### config.mk
export PLATFORM = sky130hd
export DESIGN_NAME = ipi_doorbell
export DESIGN_NICKNAME = d
export VERILOG_FILES = /design/src/rtl/ipi_pkg.sv /design/src/rtl/ipi_decode.sv /design/src/rtl/ipi_mask_reg.sv /design/src/rtl/ipi_status_reg.sv /design/src/rtl/ipi_doorbell.sv
export SDC_FILE = /design/constraint.sdc
export NUM_CORES = 1
export LEC_CHECK = 0
export ABC_CLOCK_PERIOD_IN_PS = 2200
export BUFFER_PORTS_ARGS = -buffer_cell sky130_fd_sc_hd__buf_4
export CAP_MARGIN = 20
export CORE_MARGIN = 2
export CORE_UTILIZATION = 32
export CTS_CLUSTER_SIZE = 8
export DETAILED_ROUTE_END_ITERATION = 7
export SYNTH_ARGS = -nofsm -noshare
export SYNTH_HDL_FRONTEND = slang
export SYNTH_SLANG_ARGS = --single-unit
### constraint.sdc
create_clock -name clk -period 2.2 [get_ports clk]
set_input_delay 0.22 -clock clk [delete_from_list [all_inputs] [get_ports clk]]
set_output_delay 0.22 -clock clk [all_outputs]
set_load 0.05 [all_outputs]
### src/rtl/ipi_pkg.sv
package ipi_pkg;
    localparam int NCH    = 32;
    localparam int NPORT  = 2;
    localparam int NDIR   = 2;
    localparam int IDX_W  = 3;
    localparam int ADDR_W = IDX_W + 1;

    typedef enum logic [IDX_W-1:0] {
        RG_MASK     = 3'd0,
        RG_MASK_SET = 3'd1,
        RG_MASK_CLR = 3'd2,
        RG_STS_CLR  = 3'd3,
        RG_ACK      = 3'd4,
        RG_TRIG     = 3'd5,
        RG_MASKED   = 3'd6,
        RG_RAW      = 3'd7
    } reg_idx_t;

    typedef struct packed {
        logic           mask_wr;
        logic [NCH-1:0] mask_val;
        logic [NCH-1:0] mask_set;
        logic [NCH-1:0] mask_clr;
        logic [NCH-1:0] sts_clr;
        logic [NCH-1:0] trig;
    } wr_req_t;

    function automatic reg_idx_t idx_of(input logic [ADDR_W-1:0] a);
        return reg_idx_t'(a[IDX_W-1:0]);
    endfunction

    function automatic logic dir_of(input logic [ADDR_W-1:0] a);
        return a[ADDR_W-1];
    endfunction
endpackage

### src/rtl/ipi_decode.sv
module ipi_decode
    import ipi_pkg::*;
#(
    parameter logic DIR = 1'b0
) (
    input  logic [NPORT-1:0][ADDR_W-1:0] addr,
    input  logic [NPORT-1:0]             we,
    input  logic [NPORT-1:0][NCH-1:0]    wdata,
    output wr_req_t                      req
);
    // Ports are walked from the highest index down, so port 0 ends up
    // holding a direct mask write when more than one port makes one.
    always_comb begin
        req = '0;
        for (int p = NPORT - 1; p >= 0; p--) begin
            if (we[p] && (dir_of(addr[p]) == DIR)) begin
                case (idx_of(addr[p]))
                    RG_MASK: begin
                        req.mask_wr  = 1'b1;
                        req.mask_val = wdata[p];
                    end
                    RG_MASK_SET: req.mask_set = req.mask_set | wdata[p];
                    RG_MASK_CLR: req.mask_clr = req.mask_clr | wdata[p];
                    RG_STS_CLR,
                    RG_ACK:      req.sts_clr  = req.sts_clr | wdata[p];
                    RG_TRIG:     req.trig     = req.trig | wdata[p];
                    default: ;
                endcase
            end
        end
    end
endmodule

### src/rtl/ipi_mask_reg.sv
module ipi_mask_reg
    import ipi_pkg::*;
(
    input  logic           clk,
    input  logic           rst,
    input  logic           wr_en,
    input  logic [NCH-1:0] wr_val,
    input  logic [NCH-1:0] set_bits,
    input  logic [NCH-1:0] clr_bits,
    output logic [NCH-1:0] mask
);
    always_ff @(posedge clk) begin
        if (rst)
            mask <= '1;
        else if (wr_en)
            mask <= wr_val;
        else
            mask <= (mask & ~clr_bits) | set_bits;
    end

    p_direct_r2: assert property (@(posedge clk) disable iff (rst)
        wr_en |=> mask == $past(wr_val));
    p_set_wins_r3: assert property (@(posedge clk) disable iff (rst)
        !wr_en |=> (mask & $past(set_bits)) == $past(set_bits));
    p_clr_r3: assert property (@(posedge clk) disable iff (rst)
        !wr_en |=> (mask & $past(clr_bits & ~set_bits)) == '0);
    p_keep_r3: assert property (@(posedge clk) disable iff (rst)
        !wr_en && set_bits == '0 && clr_bits == '0 |=> $stable(mask));
endmodule

### src/rtl/ipi_status_reg.sv
module ipi_status_reg
    import ipi_pkg::*;
(
    input  logic           clk,
    input  logic           rst,
    input  logic [NCH-1:0] trig,
    input  logic [NCH-1:0] clr,
    input  logic [NCH-1:0] mask,
    output logic [NCH-1:0] raw,
    output logic [NCH-1:0] masked,
    output logic           irq
);
    assign masked = raw & ~mask;

    always_ff @(posedge clk) begin
        if (rst) begin
            raw <= '0;
            irq <= 1'b0;
        end else begin
            raw <= (raw & ~clr) | trig;
            irq <= |masked;
        end
    end

    p_trig_keep_r6: assert property (@(posedge clk) disable iff (rst)
        trig != '0 |=> (raw & $past(trig)) == $past(trig));
    p_clear_r5: assert property (@(posedge clk) disable iff (rst)
        clr != '0 |=> (raw & $past(clr & ~trig)) == '0);
    p_no_spont_r4: assert property (@(posedge clk) disable iff (rst)
        1'b1 |=> (raw & ~$past(raw) & ~$past(trig)) == '0);
    p_irq_rise_r8: assert property (@(posedge clk) disable iff (rst)
        (raw & ~mask) != '0 |=> irq);
    p_irq_fall_r8: assert property (@(posedge clk) disable iff (rst)
        (raw & ~mask) == '0 |=> !irq);
endmodule

### src/rtl/ipi_doorbell.sv
module ipi_doorbell
    import ipi_pkg::*;
(
    input  logic                         clk,
    input  logic                         rst,
    input  logic [NPORT-1:0][ADDR_W-1:0] bus_addr,
    input  logic [NPORT-1:0]             bus_we,
    input  logic [NPORT-1:0][NCH-1:0]    bus_wdata,
    output logic [NPORT-1:0][NCH-1:0]    bus_rdata,
    output logic [NDIR-1:0]              irq
);
    logic [NDIR-1:0][NCH-1:0] mask_v;
    logic [NDIR-1:0][NCH-1:0] raw_v;
    logic [NDIR-1:0][NCH-1:0] masked_v;

    for (genvar d = 0; d < NDIR; d++) begin : g_dir
        wr_req_t req;

        ipi_decode #(.DIR(1'(d))) u_dec (
            .addr  (bus_addr),
            .we    (bus_we),
            .wdata (bus_wdata),
            .req   (req)
        );

        ipi_mask_reg u_mask (
            .clk      (clk),
            .rst      (rst),
            .wr_en    (req.mask_wr),
            .wr_val   (req.mask_val),
            .set_bits (req.mask_set),
            .clr_bits (req.mask_clr),
            .mask     (mask_v[d])
        );

        ipi_status_reg u_sts (
            .clk    (clk),
            .rst    (rst),
            .trig   (req.trig),
            .clr    (req.sts_clr),
            .mask   (mask_v[d]),
            .raw    (raw_v[d]),
            .masked (masked_v[d]),
            .irq    (irq[d])
        );
    end

    always_comb begin
        for (int p = 0; p < NPORT; p++) begin
            case (idx_of(bus_addr[p]))
                RG_MASK, RG_MASK_SET, RG_MASK_CLR:
                    bus_rdata[p] = mask_v[dir_of(bus_addr[p])];
                RG_MASKED: bus_rdata[p] = masked_v[dir_of(bus_addr[p])];
                RG_RAW:    bus_rdata[p] = raw_v[dir_of(bus_addr[p])];
                default:   bus_rdata[p] = '0;
            endcase
        end
    end

    p_reset_r1: assert property (@(posedge clk)
        $past(rst) |-> (mask_v == '1 && raw_v == '0 && irq == '0));
    p_isolate_r9: assert property (@(posedge clk) disable iff (rst)
        (bus_we == '0) |=> $stable(mask_v) && (raw_v == $past(raw_v)));
endmodule

# After elaboration in Yosys (flattened, before gate mapping)
# Index checks and enable logic that the tools add are counted.
# classes
n_addsub	0
mul	0
div	0
magnitude_cmp	2
eq_ne	14
n_shift	0
muxes	35
n_bitwise	26
reduce_logical	12
# ops
op	n
$mux 32	26
$mux 161	4
$or 32x32->32	12
$and 32x32->32	6
$not 32->32	6
$pmux 32 s3	2
$mux 33	3
$reduce_or 32->1	2
$eq 3x3->1 const B	8
$eq 3x2->1 const B	4
$eq 3x1->1 const B	2
$logic_not 3->1	2
$reduce_or 3->1	2
$logic_and 1x1->1	4
$lt 1x2->1 const B	2
$reduce_or 2->1	2
$not 1->1	2
# word_totals
regBits	130
latchBits	0
ramBits	0
mem_bits_ro	0
out_inout_bits	66
wordCells	95
n_memories	0

# Longest topological paths before layout
# logic_depth
word_depth	11
ltp_mapped	8

# Hierarchy
# From an unflattened synthesis, not the netlist that was laid out.
# unflattened
cells_unflattened	1700
area_unflattened_um2	13640.6
# by_module_without_submodules
module	n_inst	cells_each	area_each_um2	seq_area_each_um2
ipi_mask_reg	2	170	1681.6	640.6
ipi_doorbell	1	366	3101.7	0.0
ipi_status_reg	2	176	1477.7	660.6
ipi_decode (g_dir[0].u_dec)	1	321	2113.3	0.0
ipi_decode (g_dir[1].u_dec)	1	321	2107.0	0.0

# Worst setup path before layout
# OpenSTA, ideal clock, no wires.
# synth_path
path_type	input to output
from	input bus_addr[4] in the netlist's numbering
to	output bus_rdata[33] in the netlist's numbering
t_arrival_ps	1884
t_required_ps	1980
setup_slack_ps	96
path_stages	5
path_buffers	2
cell_sequence	buf_2 a21oi_2 clkbuf_1 a22oi_1 a21oi_1
# synth_rtl
element	line	source
start, declared	ipi_doorbell.sv:6	input logic [NPORT-1:0][ADDR_W-1:0] bus_addr,
end, declared	ipi_doorbell.sv:9	output logic [NPORT-1:0][NCH-1:0] bus_rdata,

==> flow_metrics.env <==
export IMPL_status="completed"
export IMPL_synth_cells=1504
export IMPL_crit_chain="buf_4 > inv_2 > buf_12 > a21oi_1 > a22oi_1 > a21oi_1 > buf_4"
export IMPL_rsz0062_at_grt="false"
export IMPL_multi_input_area_um2=7020
export IMPL_clock_skew_ns=0.00920
export IMPL_crit_path_max_fanout=48
export IMPL_layout_nets=1582
export IMPL_grt_pass1_wl_um=79800
export IMPL_seq_power_share_pct=34.2
export IMPL_setup_viol=0
export IMPL_crit_type="input pin to output port"
export IMPL_drtIter0Drc=2253
export IMPL_async_flop_share_pct=0
export IMPL_crit_required_ns=1.98
export IMPL_swShare_pct=37.0
export IMPL_internal_power_w=0.00474
export IMPL_power_share_combinational_pct=29.2
export IMPL_p_clk_share_pct=36.6
export IMPL_cts_made_buffers=17
export IMPL_drc=0
export IMPL_clk_latency_ns=0.43
export IMPL_gr_usage_all_layers_pct=28.6
export IMPL_gr_total_overflow=0
export IMPL_ys_seq_area_share_pct=23.4
export IMPL_maxSlewViolCount=0
export IMPL_grt_start_max_net_pins=68
export IMPL_die_y_um=190
export IMPL_p_leak_nw=4.82
export IMPL_slowest_delay_ns=0.34
export IMPL_yosys_area_top_type="dfxtp_1"
export IMPL_tightest_slew_ns=0.616
export IMPL_seq_area_um2=2600
export IMPL_power_w=0.00753
export IMPL_grt_pass1_vias=12881
export IMPL_slew_headroom_pct=58.9
export IMPL_hold_violations=0
export IMPL_cts_setup_buffers=0
export IMPL_p_sw_w=0.00278
export IMPL_synth_seq_cells=130
export IMPL_hp_class="input pin to flip-flop"
export IMPL_synth_area_um2=11100
export IMPL_min_period_ns=2.01
export IMPL_fillers=3592
export IMPL_crit_arrival_ns=1.79
export IMPL_endpoint_kind="output port"
export IMPL_numClockSinks=130
export IMPL_cts_hold_buf=0
export IMPL_period_share_pct=91.2
export IMPL_area_delta_synth_final_pct=17.0
export IMPL_via_per_inst=6.89
export IMPL_fmaxAchievable_mhz=498
export IMPL_syn_nets=1580
export IMPL_drv_cap=0
export IMPL_cts_tree="done"
export IMPL_antenna_found_initial=2
export IMPL_synth_most_common_cell="a21oi_1"
export IMPL_synth_top_cell_area_share_pct=23.4
export IMPL_finalWeightedCongestion=0.944
export IMPL_drive_above_1_share_pct=20.1
export IMPL_cts_buffer_depth=2
export IMPL_die_area_um2=36200
export IMPL_synth_edf_count=0
export IMPL_peakVddDrop_uv=556
export IMPL_cts_resized=0
export IMPL_synth_area_per_cell_um2=7.39
export IMPL_start_kind="input pin"
export IMPL_synth_distinct_cells=54
export IMPL_num_vias=13609
export IMPL_ys_warn_count=0
export IMPL_final_antenna_net_count=0
export IMPL_synth_ff_type="dfxtp_1"
export IMPL_wirelength_um=53100
export IMPL_crit_slowest_cell="a21oi_1"
export IMPL_start_util_pct=32.3
export IMPL_wire_per_inst_um=26.9
export IMPL_fin_setup_tns_ns=0
export IMPL_coreArea_um2=34400
export IMPL_row_count=68
export IMPL_portBuffers=141
export IMPL_htreeDepth=4
export IMPL_die_w_um=190
export IMPL_place_hpwl_um=34700
export IMPL_power_density_nw_per_um2=579
export IMPL_synthTopCellsByArea="dfxtp_1 23%, a21oi_1 14%, a22oi_1 8.5%, a221o_1 5.8%, nand3_1 5.6%"
export IMPL_ios=142
export IMPL_detail_route_first_pass_iterations=6
export IMPL_clk_pin_slew_worst_paths_ns=0.06
export IMPL_cts_root_buf="clkbuf_16"
export IMPL_synth_common_cells="318 x a21oi_1, 150 x clkbuf_1, 130 x dfxtp_1"
## metrics by stage
step                      instance area [µm²]  utilization (%)  hold WS, ns  instances  worst slack [ns]
after floorplan                         11100                -        0.343       1504            0.0958
after global placement                  12500             36.2        0.534       1942             0.292
after detailed placement                12500             36.2        0.535       1942             0.277
after CTS                               13000             37.8       0.0943       1974             0.276
after global routing                    13000             37.8        0.121       1975             0.147
final                                   13000             37.8        0.105       1975             0.194
## critical path, delay by kind of cell
| kind | cells | cell delay [ns] |
|---|---|---|
| buf+inv | 4 | 0.94 |
| compound gates | 3 | 0.59 |
## sequential cells by signal, summed over array words and instances (netlist names)
register	cells
g_dir.u_sts.raw	64
g_dir.u_mask.mask	64
g_dir.u_sts.irq	2
## routing by layer
metal	vias to the layer above	track usage, %	share of wire [%]
met4	0	14.1	5.0
li1	5887	-	-
met2	1056	44.4	44
met5	-	0	0
met1	6498	37.5	39
met3	168	5.93	12
## logic make-up (layout without fill, tap and decap cells)
logic type	Yosys count	count (layout)	synth area share, %
AND/OR/NAND/NOR	208	208	9.79
AO/OA/AOI/OAI	810	810	52.7
other	0	1	0
flip-flops	130	130	23.4
buffers and inverters	356	371	14.1
## layout make-up
| cell class | instances | area share (%) |
|---|---|---|
| Clock inverter | 10 | 0.654 |
| Tap cell | 455 | 4.38 |
| Timing Repair Buffer | 209 | 13.6 |
| Multi-Input combinational cell | 1018 | 54.0 |
| Inverter | 130 | 3.75 |
| Sequential cell | 130 | 20.0 |
| Clock buffer | 22 | 3.57 |
| Antenna cell | 1 | 0.0192 |
## power groups by stage
stage	Combinational (W)	Clock, W	Sequential (W)
finish	0.00220	0.00276	0.00257
global placement	0.00212	0	0.00261
floorplan	0.00145	0	0.00256
CTS	0.00215	0.00277	0.00257
global route	0.00231	0.00287	0.00258
detailed placement	0.00215	0	0.00262
## placed cells by master, fill, tap and decap left out, drive strengths merged, types with 6 or more instances in the layout
cell       n
a21oi    322
buf      209
dfxtp    130
inv      130
a22oi    126
nand3    125
a221oi    96
a221o     64
o22ai     63
nand2     37
a32oi     33
o21ai     32
o32a      31
a2bb2oi   31
clkbuf    22
nor4       8
clkinv     8
and3       6
nor2       6
## worst paths after layout
kind,cells after the start,slack [ns],startpoint,to
worst min-delay path,3,0.11,bus_wdata[11],g_dir[1].u_mask.mask[11]
worst min register to register,2,0.59,g_dir[0].u_mask.mask[3],g_dir[0].u_mask.mask[3]
worst max-delay path,7,0.19,bus_addr[0],bus_rdata[30]
worst max register to register,3,0.41,g_dir[1].u_mask.mask[8],g_dir[1].u_sts.irq
No activity file was read; power rests on OpenSTA's default activity.
